==> src/rtl/zload_pkg.sv <==
package zload_pkg;

  typedef enum logic [1:0] {
    SEQ_IDLE  = 2'd0,
    SEQ_CLEAR = 2'd1,
    SEQ_LOAD  = 2'd2
  } seq_state_t;

  // Address owned by cell number idx
  function automatic int unsigned cell_addr(input int unsigned base, input int unsigned idx);
    return base + idx;
  endfunction

endpackage

==> src/rtl/zload_seq.sv <==
module zload_seq
  import zload_pkg::*;
#(
  parameter int ADDR_W = 5,
  parameter int DATA_W = 16
) (
  input  logic              clk,
  input  logic              rst,
  input  logic              req,
  input  logic [ADDR_W-1:0] req_addr,
  input  logic [DATA_W-1:0] req_data,
  output logic              bus_clr,
  output logic              bus_ld,
  output logic [ADDR_W-1:0] bus_addr,
  output logic [DATA_W-1:0] bus_data,
  output logic              busy,
  output logic              done
);

  seq_state_t state_q, state_d;

  always_comb begin
    state_d = state_q;
    unique case (state_q)
      SEQ_IDLE:  if (req) state_d = SEQ_CLEAR;
      SEQ_CLEAR: state_d = SEQ_LOAD;
      SEQ_LOAD:  state_d = SEQ_IDLE;
      default:   state_d = SEQ_IDLE;
    endcase
  end

  always_ff @(posedge clk) begin
    if (rst) begin
      state_q  <= SEQ_IDLE;
      bus_addr <= '0;
      bus_data <= '0;
      busy     <= 1'b0;
      done     <= 1'b0;
    end else begin
      state_q <= state_d;
      busy    <= (state_d != SEQ_IDLE);
      done    <= (state_q == SEQ_LOAD);
      if (state_q == SEQ_IDLE && req) begin
        bus_addr <= req_addr;
        bus_data <= req_data;
      end
    end
  end

  assign bus_clr = (state_q == SEQ_CLEAR);
  assign bus_ld  = (state_q == SEQ_LOAD);

endmodule

==> src/rtl/zload_cell.sv <==
module zload_cell #(
  parameter int              ADDR_W  = 5,
  parameter int              DATA_W  = 16,
  parameter logic [ADDR_W-1:0] MY_ADDR = '0
) (
  input  logic              clk,
  input  logic              rst,
  input  logic              bus_clr,
  input  logic              bus_ld,
  input  logic [ADDR_W-1:0] bus_addr,
  input  logic [DATA_W-1:0] bus_data,
  input  logic [ADDR_W-1:0] rd_addr,
  output logic [DATA_W-1:0] rd_term
);

  logic [DATA_W-1:0] acc_q;
  logic              wsel;

  assign wsel = (bus_addr == MY_ADDR);

  // Accumulating storage: clear wins, load adds
  always_ff @(posedge clk) begin
    if (rst) begin
      acc_q <= '0;
    end else if (wsel && bus_clr) begin
      acc_q <= '0;
    end else if (wsel && bus_ld) begin
      acc_q <= acc_q + bus_data;
    end
  end

  assign rd_term = (rd_addr == MY_ADDR) ? acc_q : '0;

endmodule

==> src/rtl/zload_rdsel.sv <==
module zload_rdsel #(
  parameter int NUM_CELLS = 16,
  parameter int DATA_W    = 16
) (
  input  logic                              clk,
  input  logic                              rst,
  input  logic [NUM_CELLS-1:0][DATA_W-1:0]  terms,
  output logic [DATA_W-1:0]                 rd_data
);

  logic [DATA_W-1:0] merged;

  // At most one term is non-zero; OR them together
  always_comb begin
    merged = '0;
    for (int i = 0; i < NUM_CELLS; i++) begin
      merged = merged | terms[i];
    end
  end

  always_ff @(posedge clk) begin
    if (rst) rd_data <= '0;
    else     rd_data <= merged;
  end

endmodule

==> src/rtl/zload_mem.sv <==
module zload_mem
  import zload_pkg::*;
#(
  parameter int NUM_CELLS = 16,
  parameter int DATA_W    = 16,
  parameter int ADDR_W    = 5,
  parameter int CELL_BASE = 8
) (
  input  logic              clk,
  input  logic              rst,
  input  logic              wr_req,
  input  logic [ADDR_W-1:0] wr_addr,
  input  logic [DATA_W-1:0] wr_data,
  input  logic [ADDR_W-1:0] rd_addr,
  output logic [DATA_W-1:0] rd_data,
  output logic              wr_busy,
  output logic              wr_done
);

  localparam int LAST_ADDR = CELL_BASE + NUM_CELLS - 1;

  logic              bus_clr;
  logic              bus_ld;
  logic [ADDR_W-1:0] bus_addr;
  logic [DATA_W-1:0] bus_data;
  logic [NUM_CELLS-1:0][DATA_W-1:0] terms;

  zload_seq #(
    .ADDR_W (ADDR_W),
    .DATA_W (DATA_W)
  ) u_seq (
    .clk      (clk),
    .rst      (rst),
    .req      (wr_req),
    .req_addr (wr_addr),
    .req_data (wr_data),
    .bus_clr  (bus_clr),
    .bus_ld   (bus_ld),
    .bus_addr (bus_addr),
    .bus_data (bus_data),
    .busy     (wr_busy),
    .done     (wr_done)
  );

  for (genvar gi = 0; gi < NUM_CELLS; gi++) begin : g_cell
    zload_cell #(
      .ADDR_W  (ADDR_W),
      .DATA_W  (DATA_W),
      .MY_ADDR (ADDR_W'(cell_addr(CELL_BASE, gi)))
    ) u_cell (
      .clk      (clk),
      .rst      (rst),
      .bus_clr  (bus_clr),
      .bus_ld   (bus_ld),
      .bus_addr (bus_addr),
      .bus_data (bus_data),
      .rd_addr  (rd_addr),
      .rd_term  (terms[gi])
    );
  end

  zload_rdsel #(
    .NUM_CELLS (NUM_CELLS),
    .DATA_W    (DATA_W)
  ) u_rdsel (
    .clk     (clk),
    .rst     (rst),
    .terms   (terms),
    .rd_data (rd_data)
  );

  initial begin
    if (LAST_ADDR >= (1 << ADDR_W)) $error("cell addresses exceed address width");
  end

endmodule

==> config.mk <==
export PLATFORM = sky130hd
export DESIGN_NAME = zload_mem
export DESIGN_NICKNAME = d
export VERILOG_FILES = /design/src/rtl/zload_pkg.sv /design/src/rtl/zload_seq.sv /design/src/rtl/zload_cell.sv /design/src/rtl/zload_rdsel.sv /design/src/rtl/zload_mem.sv
export SDC_FILE = /design/constraint.sdc
export NUM_CORES = 1
export LEC_CHECK = 0
export CAP_MARGIN = 15
export CORE_UTILIZATION = 55
export CTS_CLUSTER_DIAMETER = 40
export DETAILED_ROUTE_END_ITERATION = 7
export DONT_BUFFER_PORTS = 1
export HOLD_SLACK_MARGIN = 0.03
export MAX_ROUTING_LAYER = met4
export PLACE_DENSITY = 0.7
export SYNTH_ARGS = -nofsm -noshare
export SYNTH_HDL_FRONTEND = slang
export SYNTH_HIERARCHICAL = 1
export SYNTH_SLANG_ARGS = --single-unit
==> constraint.sdc <==
create_clock -name clk -period 6.4 [get_ports clk]
set_input_delay 0.96 -clock clk [delete_from_list [all_inputs] [get_ports clk]]
set_output_delay 0.96 -clock clk [all_outputs]
set_load 0.02 [all_outputs]
## After elaboration in Yosys (flattened, before gate mapping)

Cells that the tools add are included.

- Bits in registers: 297
- Input port bits: 29
- Output and inout port bits: 18
- Word-level logic and storage cells: 156

- Add/sub/neg operators: 16
- Equal/unequal tests: 34
- Muxes and demuxes: 18
- Bitwise operators: 15
- Reductions and logical operators: 51

Operators by type and width:

| cell | count |
|---|---|
| $add A16 B16 Y16 | 16 |
| $mux W16 | 16 |
| $or A16 B16 Y16 | 15 |
| $eq A5 B4 Y1 const B | 16 |
| $eq A5 B5 Y1 const B | 16 |
| $logic_and A1 B1 Y1 | 33 |
| $reduce_or A2 Y1 | 16 |
| $pmux W2 S2 | 1 |
| $eq A2 B1 Y1 const B | 1 |
| $eq A2 B2 Y1 const B | 1 |
| $logic_not A2 Y1 | 1 |
| $mux W2 | 1 |
| $reduce_bool A2 Y1 | 1 |

## Logic depth before layout (Yosys ltp)

Gate-level depths: netlist of run 1.

- Depth after elaboration: 17
- Gate-level depth with buffers: 8
- Mapped depth without buffers: 8

## Hierarchy

Netlist of run 1, hierarchy kept.

Modules (own cells, without submodules):

| module | times used | cells an instance | area an instance (µm²) | sequential area each (µm²) |
|---|---|---|---|---|
| zload_cell (g_cell[3].u_cell ...) | 3 | 191 | 1524.0 | 320.3 |
| zload_cell (g_cell[13].u_cell ...) | 2 | 208 | 1535.2 | 320.3 |
| zload_cell (g_cell[1].u_cell ...) | 2 | 193 | 1532.7 | 320.3 |
| zload_cell (g_cell[11].u_cell) | 1 | 208 | 1574.0 | 320.3 |
| zload_cell (g_cell[15].u_cell) | 1 | 207 | 1551.5 | 320.3 |
| zload_cell (g_cell[0].u_cell) | 1 | 209 | 1541.5 | 320.3 |
| zload_cell (g_cell[10].u_cell) | 1 | 210 | 1532.7 | 320.3 |
| zload_cell (g_cell[7].u_cell) | 1 | 194 | 1532.7 | 320.3 |
| zload_cell (g_cell[12].u_cell) | 1 | 210 | 1530.2 | 320.3 |
| zload_cell (g_cell[9].u_cell) | 1 | 191 | 1512.7 | 320.3 |
| zload_cell (g_cell[8].u_cell) | 1 | 193 | 1505.2 | 320.3 |
| zload_cell (g_cell[4].u_cell) | 1 | 190 | 1488.9 | 320.3 |
| zload_seq | 1 | 103 | 1087.3 | 500.5 |
| zload_rdsel | 1 | 98 | 887.1 | 320.3 |

## Least setup slack after synthesis of run 1

OpenSTA, ideal clock, no wires.

- Path kind: register to register
- Start: register u_seq.bus_data[1]
- End: register g_cell[8].u_cell.acc_q[15]
- Setup time: 128 ps
- Data arrival time: 2969 ps
- Required time: 6272 ps
- Slack: 3303 ps
- Stages on the path, launching flop included: 8
- Buffers on the path: 0
- Period minus slack after synthesis: 3097 ps
- Path through: dfxtp_1 ha_1 a211oi_1 o21a_1 o41ai_2 a2111oi_2 mux2i_1 nand4_1

- Word-level cells in the longest chain between the ends: 1

Ends and longest elaborated chain:

| element | RTL line | text |
|---|---|---|
| from (decl) | zload_seq.sv:15 | `output logic [DATA_W-1:0] bus_data,` |
| from (signal assigned) | zload_seq.sv:45 | `bus_data <= req_data;` |
| $add A16 B16 Y16 | zload_cell.sv:28 | `acc_q <= acc_q + bus_data;` |
| to (signal assigned) | zload_cell.sv:28 |  |
| to (decl) | zload_cell.sv:16 | `logic [DATA_W-1:0] acc_q;` |

Every way passes these cells.
A chain may end at the register's enable or synchronous reset.

## Worst setup path after layout of run 1

- Start: register u_seq.bus_addr[1]
- End: register g_cell[14].u_cell.acc_q[15]

- Word-level cells in the longest chain between the ends: 3
- Elaborated cells on any way between the ends: 4
- Classes of those cells: 1 x eq/ne; 3 x reduce/logical

Ends and longest elaborated chain:

| element | RTL line | text |
|---|---|---|
| from (decl) | zload_seq.sv:14 | `output logic [ADDR_W-1:0] bus_addr,` |
| from (signal assigned) | zload_seq.sv:44 | `bus_addr <= req_addr;` |
| $eq A5 B5 Y1 (*) | zload_cell.sv:19 | `assign wsel = (bus_addr == MY_ADDR);` |
| $logic_and A1 B1 Y1 | zload_cell.sv:25 | `end else if (wsel && bus_clr) begin` |
| $reduce_or A2 Y1 (no source line) | n/a |  |
| to (signal assigned) | zload_cell.sv:28 |  |
| to (decl) | zload_cell.sv:16 |  |

Mark *: on every way between the ends. The rest lies on a longest branch, timed or not.

==> results of run 1 <==
==> cell type report <==
class | count | area [µm²] | area share [%]
Multi-Input combinational cell | 2872 | 19500 | 67.0
Sequential cell | 297 | 5950 | 20.4
Tap cell | 607 | 759 | 2.61
Timing Repair Buffer | 45 | 345 | 1.19
Clock buffer | 80 | 1840 | 6.32
Antenna cell | 4 | 10.0 | 0.0344
Inverter | 59 | 221 | 0.761
Clock inverter | 42 | 492 | 1.69
==> layer usage <==
layer | vias up | GRT usage, % | part of all wire [%]
met2 | 1208 | 58.5 | 44
li1 | 12700 | - | -
met3 | 276 | 5.94 | 8.4
met1 | 12900 | 48.9 | 42
met4 | 0 | 19.6 | 5.6
met5 | - | - | 0
==> worst min-delay path, stage by stage (launching register included) <==
cell,delay (ps)
dfxtp_1,310
nand2_1,60
a21oi_1,50
==> power breakdown <==
part	internal [µW]	switching [µW]
Clock	2390	1210
Sequential	1870	17.1
Combinational	186	423
Total	4440	1650
==> state kept, by name (all words and copies together) (netlist names) <==
register and cells:
g_cell.u_cell/acc_q 256, u_rdsel/rd_data 16, u_seq/bus_data 16, u_seq/bus_addr 5, u_seq/state_q 2, u_seq/busy 1, u_seq/done 1
==> placed cells by master (no fill, tap or decap), types with 12 or more instances in the layout <==
| cell type | count |
|---|---|
| nor4_1 | 108 |
| clkbuf_16 | 71 |
| o21ai_0 | 169 |
| o21bai_1 | 16 |
| xnor2_1 | 82 |
| a41oi_1 | 41 |
| a21o_1 | 92 |
| or3_1 | 15 |
| a211oi_1 | 63 |
| a221oi_1 | 12 |
| nand3_1 | 207 |
| nand2_1 | 312 |
| buf_4 | 43 |
| a311oi_1 | 14 |
| ha_1 | 240 |
| and2_1 | 244 |
| mux2i_1 | 67 |
| and3_1 | 79 |
| nand3b_1 | 20 |
| a31oi_1 | 48 |
| fa_1 | 16 |
| xor2_1 | 34 |
| a311o_1 | 17 |
| nor3b_1 | 13 |
| nor2_1 | 160 |
| nor3_1 | 97 |
| inv_1 | 59 |
| nand4_1 | 58 |
| and4_1 | 22 |
| nand2b_1 | 67 |
| a21oi_1 | 242 |
| dfxtp_1 | 295 |
| o21ai_1 | 30 |
| nor2b_1 | 22 |
| o211ai_1 | 16 |
| o21a_1 | 45 |
==> logic make-up (layout without fill, tap and decap cells) <==
logic type / count (synthesis) / in the layout / synth area share (%)
DFF: 297 / 297 / 22.5
AOI/OAI and AO/OA: 943 / 943 / 24.3
other: 0 / 4 / 0
adders and majority gates: 256 / 256 / 12.6
muxes: 67 / 67 / 2.54
xor gates and xnor gates: 116 / 116 / 3.84
and+or+nand+nor: 1490 / 1490 / 30.4
buffers and inverters: 219 / 226 / 3.88
==> through the flow <==
step	power, µW	setup slack (ps)	hold slack, ps	util [%]	instance area (µm²)
finish	6090	3210	471	62.0	29100
global route	6270	2940	486	62.0	29100
CTS	6110	3240	471	61.9	29100
detailed placement	2510	3340	465	56.9	26700
global placement	2490	3380	459	56.9	26700
floorplan	2340	3300	444	-	26500
==> worst paths after layout <==
kind / from / endpoint / slack, ps / depth (start not counted)
max: u_seq/bus_addr[1] / g_cell[14].u_cell/acc_q[15] / 3210 / 6
min: g_cell[7].u_cell/acc_q[5] / g_cell[7].u_cell/acc_q[5] / 470 / 2
max reg2reg: u_seq/bus_addr[1] / g_cell[14].u_cell/acc_q[15] / 3210 / 6
min reg2reg: g_cell[7].u_cell/acc_q[5] / g_cell[7].u_cell/acc_q[5] / 470 / 2
==> impl_results.rst, run 1 <==
.. list-table::
   :header-rows: 1

   * - Metric
     - Value
   * - Leakage power
     - 0.0121 µW
   * - Sequential fraction of the synthesis area
     - 22.5%
   * - Share of cells above drive strength 1
     - 7.19%
   * - Synth Warn #
     - 6
   * - Drt wl/cell
     - 23.5 µm
   * - Number of nets with antenna violations after routing
     - 0
   * - DIE AREA
     - 49,000 µm²
   * - Accumulated negative setup slack
     - 0 ps
   * - Post-placement cell count
     - 3,876
   * - Main synth FF type
     - dfxtp_1
   * - Post-Synthesis Net Count
     - 3,673
   * - Fill cell count
     - 4,178
   * - Minimum clock period after layout
     - 3190 ps
   * - Std cell rows
     - 79
   * - Synthesized area per cell
     - 7.81 µm²
   * - Share of Yosys cell area claimed by the top area cell type
     - 22.5%
   * - Initial antenna violation count
     - 5
   * - Fmax achieved
     - 0.314 GHz
   * - Worst slew slack as a fraction of its limit
     - 26.4%
   * - Cells along the critical path
     - nor3b_2 -> nand4_1 -> nor4_1 -> o221a_2 -> a31oi_1 -> nand3_1
   * - Number of slew-limit violations in the final report
     - 0
   * - Post-DP HPWL
     - 66,000 µm
   * - Height of the chip
     - 221 µm
   * - Number of buffer cells added on primary ports
     - 0
   * - Final Skew
     - 24.6 ps
   * - Via total after detailed routing
     - 27,100
   * - Deepest clock path buffer count
     - 3
   * - TritonCTS Buffers
     - 68
   * - Aggregate global-route resource usage
     - 38.3%
   * - Number of remaining DRC errors
     - 0
   * - Via count of the first global-routing pass
     - 25,000
   * - Async set-or-reset flop fraction in the synthesized netlist
     - 0%
   * - Clk pin slew, worst setup/hold paths
     - 50 ps
   * - Vias per Instance
     - 6.77
   * - Gate count of the mapped netlist
     - 3,388
   * - Req. time, crit path
     - 6930 ps
   * - Number of resized instances in the post-cts repair step
     - 0
   * - Layout-stage area growth over the synthesis result
     - 10.1%
   * - Clock latency reported for the late side of the worst-skew pair
     - 600 ps
   * - Crit end category
     - register
   * - Crit share post-route
     - 49.8%
   * - Number of buffers added to fix hold violations after cts
     - 0
   * - I/O pin cnt
     - 47
   * - Number of buffer and inverter instances along the worst setup path
     - 0
   * - Total setup violations reported at the end of the flow
     - 0
   * - Max incr delay on CP
     - 860 ps
   * - Endpoint arrival time on the critical path
     - 3710 ps
   * - Critical-path maximum fanout
     - 25
   * - Clk Tree Root Cell
     - clkbuf_16
   * - Synth area leaders
     - dfxtp_1 22%, ha_1 11%, and2_1 5.8%
   * - Die W
     - 221 µm
   * - Total Routed Length
     - 94,000 µm
   * - Post-layout nets
     - 3,628
   * - Cell with the most instances after synthesis
     - nand2_1
   * - Total grt overflow
     - 0
   * - Core region area
     - 47,000 µm²
   * - Number of max-cap violations
     - 0
   * - FF+latch count, synth
     - 297
   * - Number of enable flip-flop cells after synthesis
     - 0
   * - Startpoint type of the worst setup path
     - register
   * - Result of the run
     - finished clean
   * - Initial core utilization
     - 56.3%
   * - CTS tree
     - yes
   * - Clock tree sinks
     - 297
   * - Number of different library cells in the post-synthesis netlist
     - 89
   * - First-pass GRT wire length
     - 144,000 µm
   * - Pin count of the biggest net entering global routing
     - 95
   * - Setup repair after global routing missed its margin
     - false
   * - Standard cell with the maximum stage delay on the critical path
     - nand4_1
   * - Cell family contributing the most delay on the critical path
     - simple AND/OR/NAND/NOR gates
   * - Commonest cells post-synth
     - 312 x nand2_1, 297 x dfxtp_1, 244 x and2_1, 242 x a21oi_1, 240 x ha_1
   * - Type of the setup path with the least slack
     - register to register
   * - Worst supply voltage drop on vdd
     - 0.182 mV
   * - Synthesized area
     - 26,500 µm²
   * - Total number of H-tree levels
     - 3
   * - Weighted congestion reported at the end of routability-driven placement
     - 1.03
   * - Violation count after the first detailed-routing iteration
     - 2,912
   * - Detailed Routing Iterations Pass 1
     - 5
   * - Final Hold Vio Count
     - 0
   * - Cell type with the highest aggregate area in the netlist
     - dfxtp_1
   * - Cell area power density
     - 209 nW/µm²
   * - Setup Fix Bufs, Post-CTS
     - 0
   * - Post-route insts no fill
     - 4,006
   * - Path type of the worst min-delay path
     - register to register
   * - Actual slew at the worst max-slew pin
     - 1090 ps
No activity file was read; power rests on OpenSTA's default activity.
==> run 2: changes to the inputs <==
Settings changed: ABC_AREA from default to 1, PLACE_DENSITY 0.7 to 0.73.
Clock period 6.4 ns to 2.65 ns, I/O delays scaled along.
==> impl_results.rst, run 2 <==
.. list-table::
   :header-rows: 1

   * - Metric
     - Value
   * - Synthesized area
     - 29,300 µm²
   * - Type of the setup path with the least slack
     - register to register
   * - Proportion of power drawn by the clock network
     - 58.0%
   * - First-pass GRT wire length
     - 142,000 µm
   * - Path type of the worst min-delay path
     - input port to register
   * - Worst slew slack as a fraction of its limit
     - 20.6%
   * - Post-layout nets
     - 5,396
   * - TritonCTS Buffers
     - 68
   * - Hold-critical path endpoint
     - u_seq/bus_data[14]
   * - Synth Warn #
     - 6
   * - Worst hold path depth
     - 4
   * - Cell with the most instances after synthesis
     - nand2_1
   * - Commonest non-fill, non-tap cell in the layout
     - nand2_1
   * - Minimum clock period after layout
     - 2320 ps
   * - Vias per Instance
     - 5.17
   * - Req. time, crit path
     - 3120 ps
   * - Drt wl/cell
     - 15.5 µm
   * - Critical-path maximum fanout
     - 11
   * - Synth area leaders
     - dfxtp_1 20%, nand2_1 19%, inv_1 14%
   * - Share of Yosys cell area claimed by the top area cell type
     - 20.3%
   * - I/O pin cnt
     - 47
   * - Result of the run
     - finished clean
   * - Clk pin slew, worst setup/hold paths
     - 50 ps
   * - Setup repair after global routing missed its margin
     - false
   * - Startpoint type of the worst setup path
     - register
   * - Max incr delay on CP
     - 910 ps
   * - Wire length on met2
     - 38,100 µm
   * - Endpoint arrival time on the critical path
     - 2780 ps
   * - Share of cells above drive strength 1
     - 6.82%
   * - Final-layout worst hold slack
     - 48.2 ps
   * - Logic pwr share
     - 12.0%
   * - Accumulated negative setup slack
     - 0 ps
   * - Final Skew
     - 25.9 ps
   * - Post-Route M1 WL
     - 40,800 µm
   * - Number of nets with antenna violations after routing
     - 0
   * - Synthesized area per cell
     - 5.80 µm²
   * - Detailed Routing Iterations Pass 1
     - 8
   * - Standard cell with the maximum stage delay on the critical path
     - o21ai_1
   * - Clock latency reported for the late side of the worst-skew pair
     - 600 ps
   * - Share of total power in sequential cells
     - 30.0%
   * - Height of the chip
     - 233 µm
   * - Post-DP HPWL
     - 65,900 µm
   * - Largest registers in the final layout
     - g_cell.u_cell/acc_q x256, u_rdsel/rd_data x16, u_seq/bus_data x16
   * - Sequential fraction of the synthesis area
     - 20.3%
   * - Worst reg2reg path startpoint
     - u_seq/bus_addr[4]
   * - Total Routed Length
     - 90,700 µm
   * - Most flop-heavy register
     - g_cell.u_cell/acc_q
   * - Gate count of the mapped netlist
     - 5,044
   * - Number of different library cells in the post-synthesis netlist
     - 53
   * - Worst supply voltage drop on vdd
     - 0.472 mV
   * - Sum of met3 wire segment lengths after detailed routing
     - 7190 µm
   * - Cell internal pwr
     - 11,100 µW
   * - Number of buffer cells added on primary ports
     - 0
   * - Final Hold Vio Count
     - 0
   * - Post-Synthesis Net Count
     - 5,329
   * - Setup Fix Bufs, Post-CTS
     - 0
   * - Max FFs per register
     - 256
   * - Hold Crit Start
     - wr_data[14]
   * - Worst Reg2Reg Path Length in Cells
     - 6
   * - Number of max-cap violations
     - 0
   * - Post-route insts no fill
     - 5,854
   * - Async set-or-reset flop fraction in the synthesized netlist
     - 0%
   * - Actual slew at the worst max-slew pin
     - 1180 ps
   * - Layout-stage area growth over the synthesis result
     - 11.6%
   * - Aggregate global-route resource usage
     - 34.4%
   * - Post-placement cell count
     - 5,725
   * - Commonest cells post-synth
     - 1,464 x nand2_1, 1,125 x inv_1, 598 x nor2_1, 361 x nand3_1, 359 x a21oi_1
   * - Cells along the critical path
     - nor2_2 -> nand3_1 -> o21ai_1 -> inv_1 -> o21ai_0 -> a21oi_1
   * - Cell type with the highest aggregate area in the netlist
     - dfxtp_1
   * - Initial core utilization
     - 55.7%
   * - CTS tree
     - yes
   * - Post-layout utilization of the core
     - 62.2%
   * - Crit end category
     - register
   * - Die W
     - 233 µm
   * - Total number of H-tree levels
     - 3
   * - Clock tree sinks
     - 297
   * - Number of resized instances in the post-cts repair step
     - 0
   * - Proportion of total power due to net switching
     - 27.7%
   * - RR Endpoint
     - g_cell[6].u_cell/acc_q[4]
   * - Std cell rows
     - 84
   * - Clk Tree Root Cell
     - clkbuf_16
   * - Violation count after the first detailed-routing iteration
     - 2,324
   * - Number of slew-limit violations in the final report
     - 0
   * - Initial antenna violation count
     - 6
   * - Commonest cells after routing, fill and taps aside
     - 1,464 x nand2_1, 1,125 x inv_1, 597 x nor2_1, 361 x nand3_1, 359 x a21oi_1
   * - Crit share post-route
     - 87.4%
   * - Leakage power
     - 0.0178 µW
   * - Main synth FF type
     - dfxtp_1
   * - Pin count of the biggest net entering global routing
     - 44
   * - Via count of the first global-routing pass
     - 26,900
   * - Weighted congestion reported at the end of routability-driven placement
     - 1.00
   * - Via total after detailed routing
     - 30,300
   * - Psw
     - 4240 µW
   * - Core region area
     - 52,600 µm²
   * - Number of enable flip-flop cells after synthesis
     - 0
   * - Fmax achieved
     - 0.432 GHz
   * - Total grt overflow
     - 0
   * - DIE AREA
     - 54,100 µm²
   * - FF+latch count, synth
     - 297
   * - Top layer in use
     - met4
   * - Number of remaining DRC errors
     - 0
   * - Deepest clock path buffer count
     - 3
   * - Cell area power density
     - 468 nW/µm²
   * - Total setup violations reported at the end of the flow
     - 0
   * - Reg2reg setup slack
     - 330 ps
-- run 2: changes by cell type after synthesis, sizes merged, moves of 92 or more --
cell	before	now
nand2	312	1489
a21oi	251	378
and2	249	16
nor2	160	618
nor4	112	1
inv	59	1147
a21o	94	2
nand3	207	378
-- run 2: how the worst max path moves through the flow --
stage	cells past startpoint	slack (ps)	endpoint	from
2_1_floorplan	8	180	g_cell[4].u_cell/acc_q[7]	u_seq/bus_data[1]
3_3_place_gp	7	410	g_cell[6].u_cell/acc_q[6]	u_seq/state_q[0]
3_5_place_dp	7	390	g_cell[6].u_cell/acc_q[4]	u_seq/state_q[0]
4_1_cts	7	390	g_cell[6].u_cell/acc_q[4]	u_seq/state_q[0]
5_1_grt	7	170	g_cell[6].u_cell/acc_q[1]	u_seq/state_q[0]
6_report	6	330	g_cell[6].u_cell/acc_q[4]	u_seq/bus_addr[4]
-- run 2: critical path: cells and delay by family (launching register included) --
| kind | cells | cell delay [ps] |
|---|---|---|
| AOI/OAI and AO/OA | 3 | 1140 |
| DFF | 1 | 430 |
| and+or+nand+nor | 2 | 310 |
| buffers and inverters | 1 | 290 |
-- run 2: repair_timing --
action                                  4_1_cts  5_1_grt
endpoints found under the setup margin        0        0
hold buffers                                  4        0
hold endpoints to repair                     42        0
-- run 2: area by class of cell --
type | count | area, µm²
multi-input cells | 3520 | 18400
well taps | 688 | 861
clock inverters | 41 | 522
repair buffers | 68 | 718
flip-flops and latches | 297 | 5950
fillers | 5212 | 19900
inverters | 1156 | 4360
clock buffers | 83 | 1870
diodes | 1 | 2.50
-- run 2: through the flow --
step | instance area [µm²] | power (µW) | setup slack, ps
final | 32700 | 15300 | 334
after global routing | 32700 | 15800 | 166
after CTS | 32700 | 15400 | 391
after detailed placement | 30200 | 6450 | 391
after global placement | 30200 | 6430 | 406
after floorplan | 29300 | 5880 | 178
-- run 2: kinds of logic after synthesis --
group | Yosys count | synth area share (%)
compound gates | 520 | 9.69
xor+xnor | 97 | 2.90
fa+ha+maj | 256 | 11.4
buf+inv | 1227 | 16.9
flops | 297 | 20.3
simple gates | 2647 | 38.8
-- run 2: power groups by stage --
| stage | combinational (µW) | sequential, µW | clock, µW |
|---|---|---|---|
| 2_1_floorplan | 1130 | 4750 | 0 |
| 3_3_place_gp | 1760 | 4670 | 0 |
| 3_5_place_dp | 1780 | 4670 | 0 |
| 4_1_cts | 1810 | 4590 | 8970 |
| 5_1_grt | 2020 | 4590 | 9180 |
| 6_report | 1840 | 4590 | 8860 |
-- run 2: metal layers --
metal / vias up / GRT usage [%]
li1: 15600 / -
met1: 13400 / 45.5
met2: 1079 / 51.6
met3: 246 / 4.63
met4: 0 / 16.3
met5: - / -
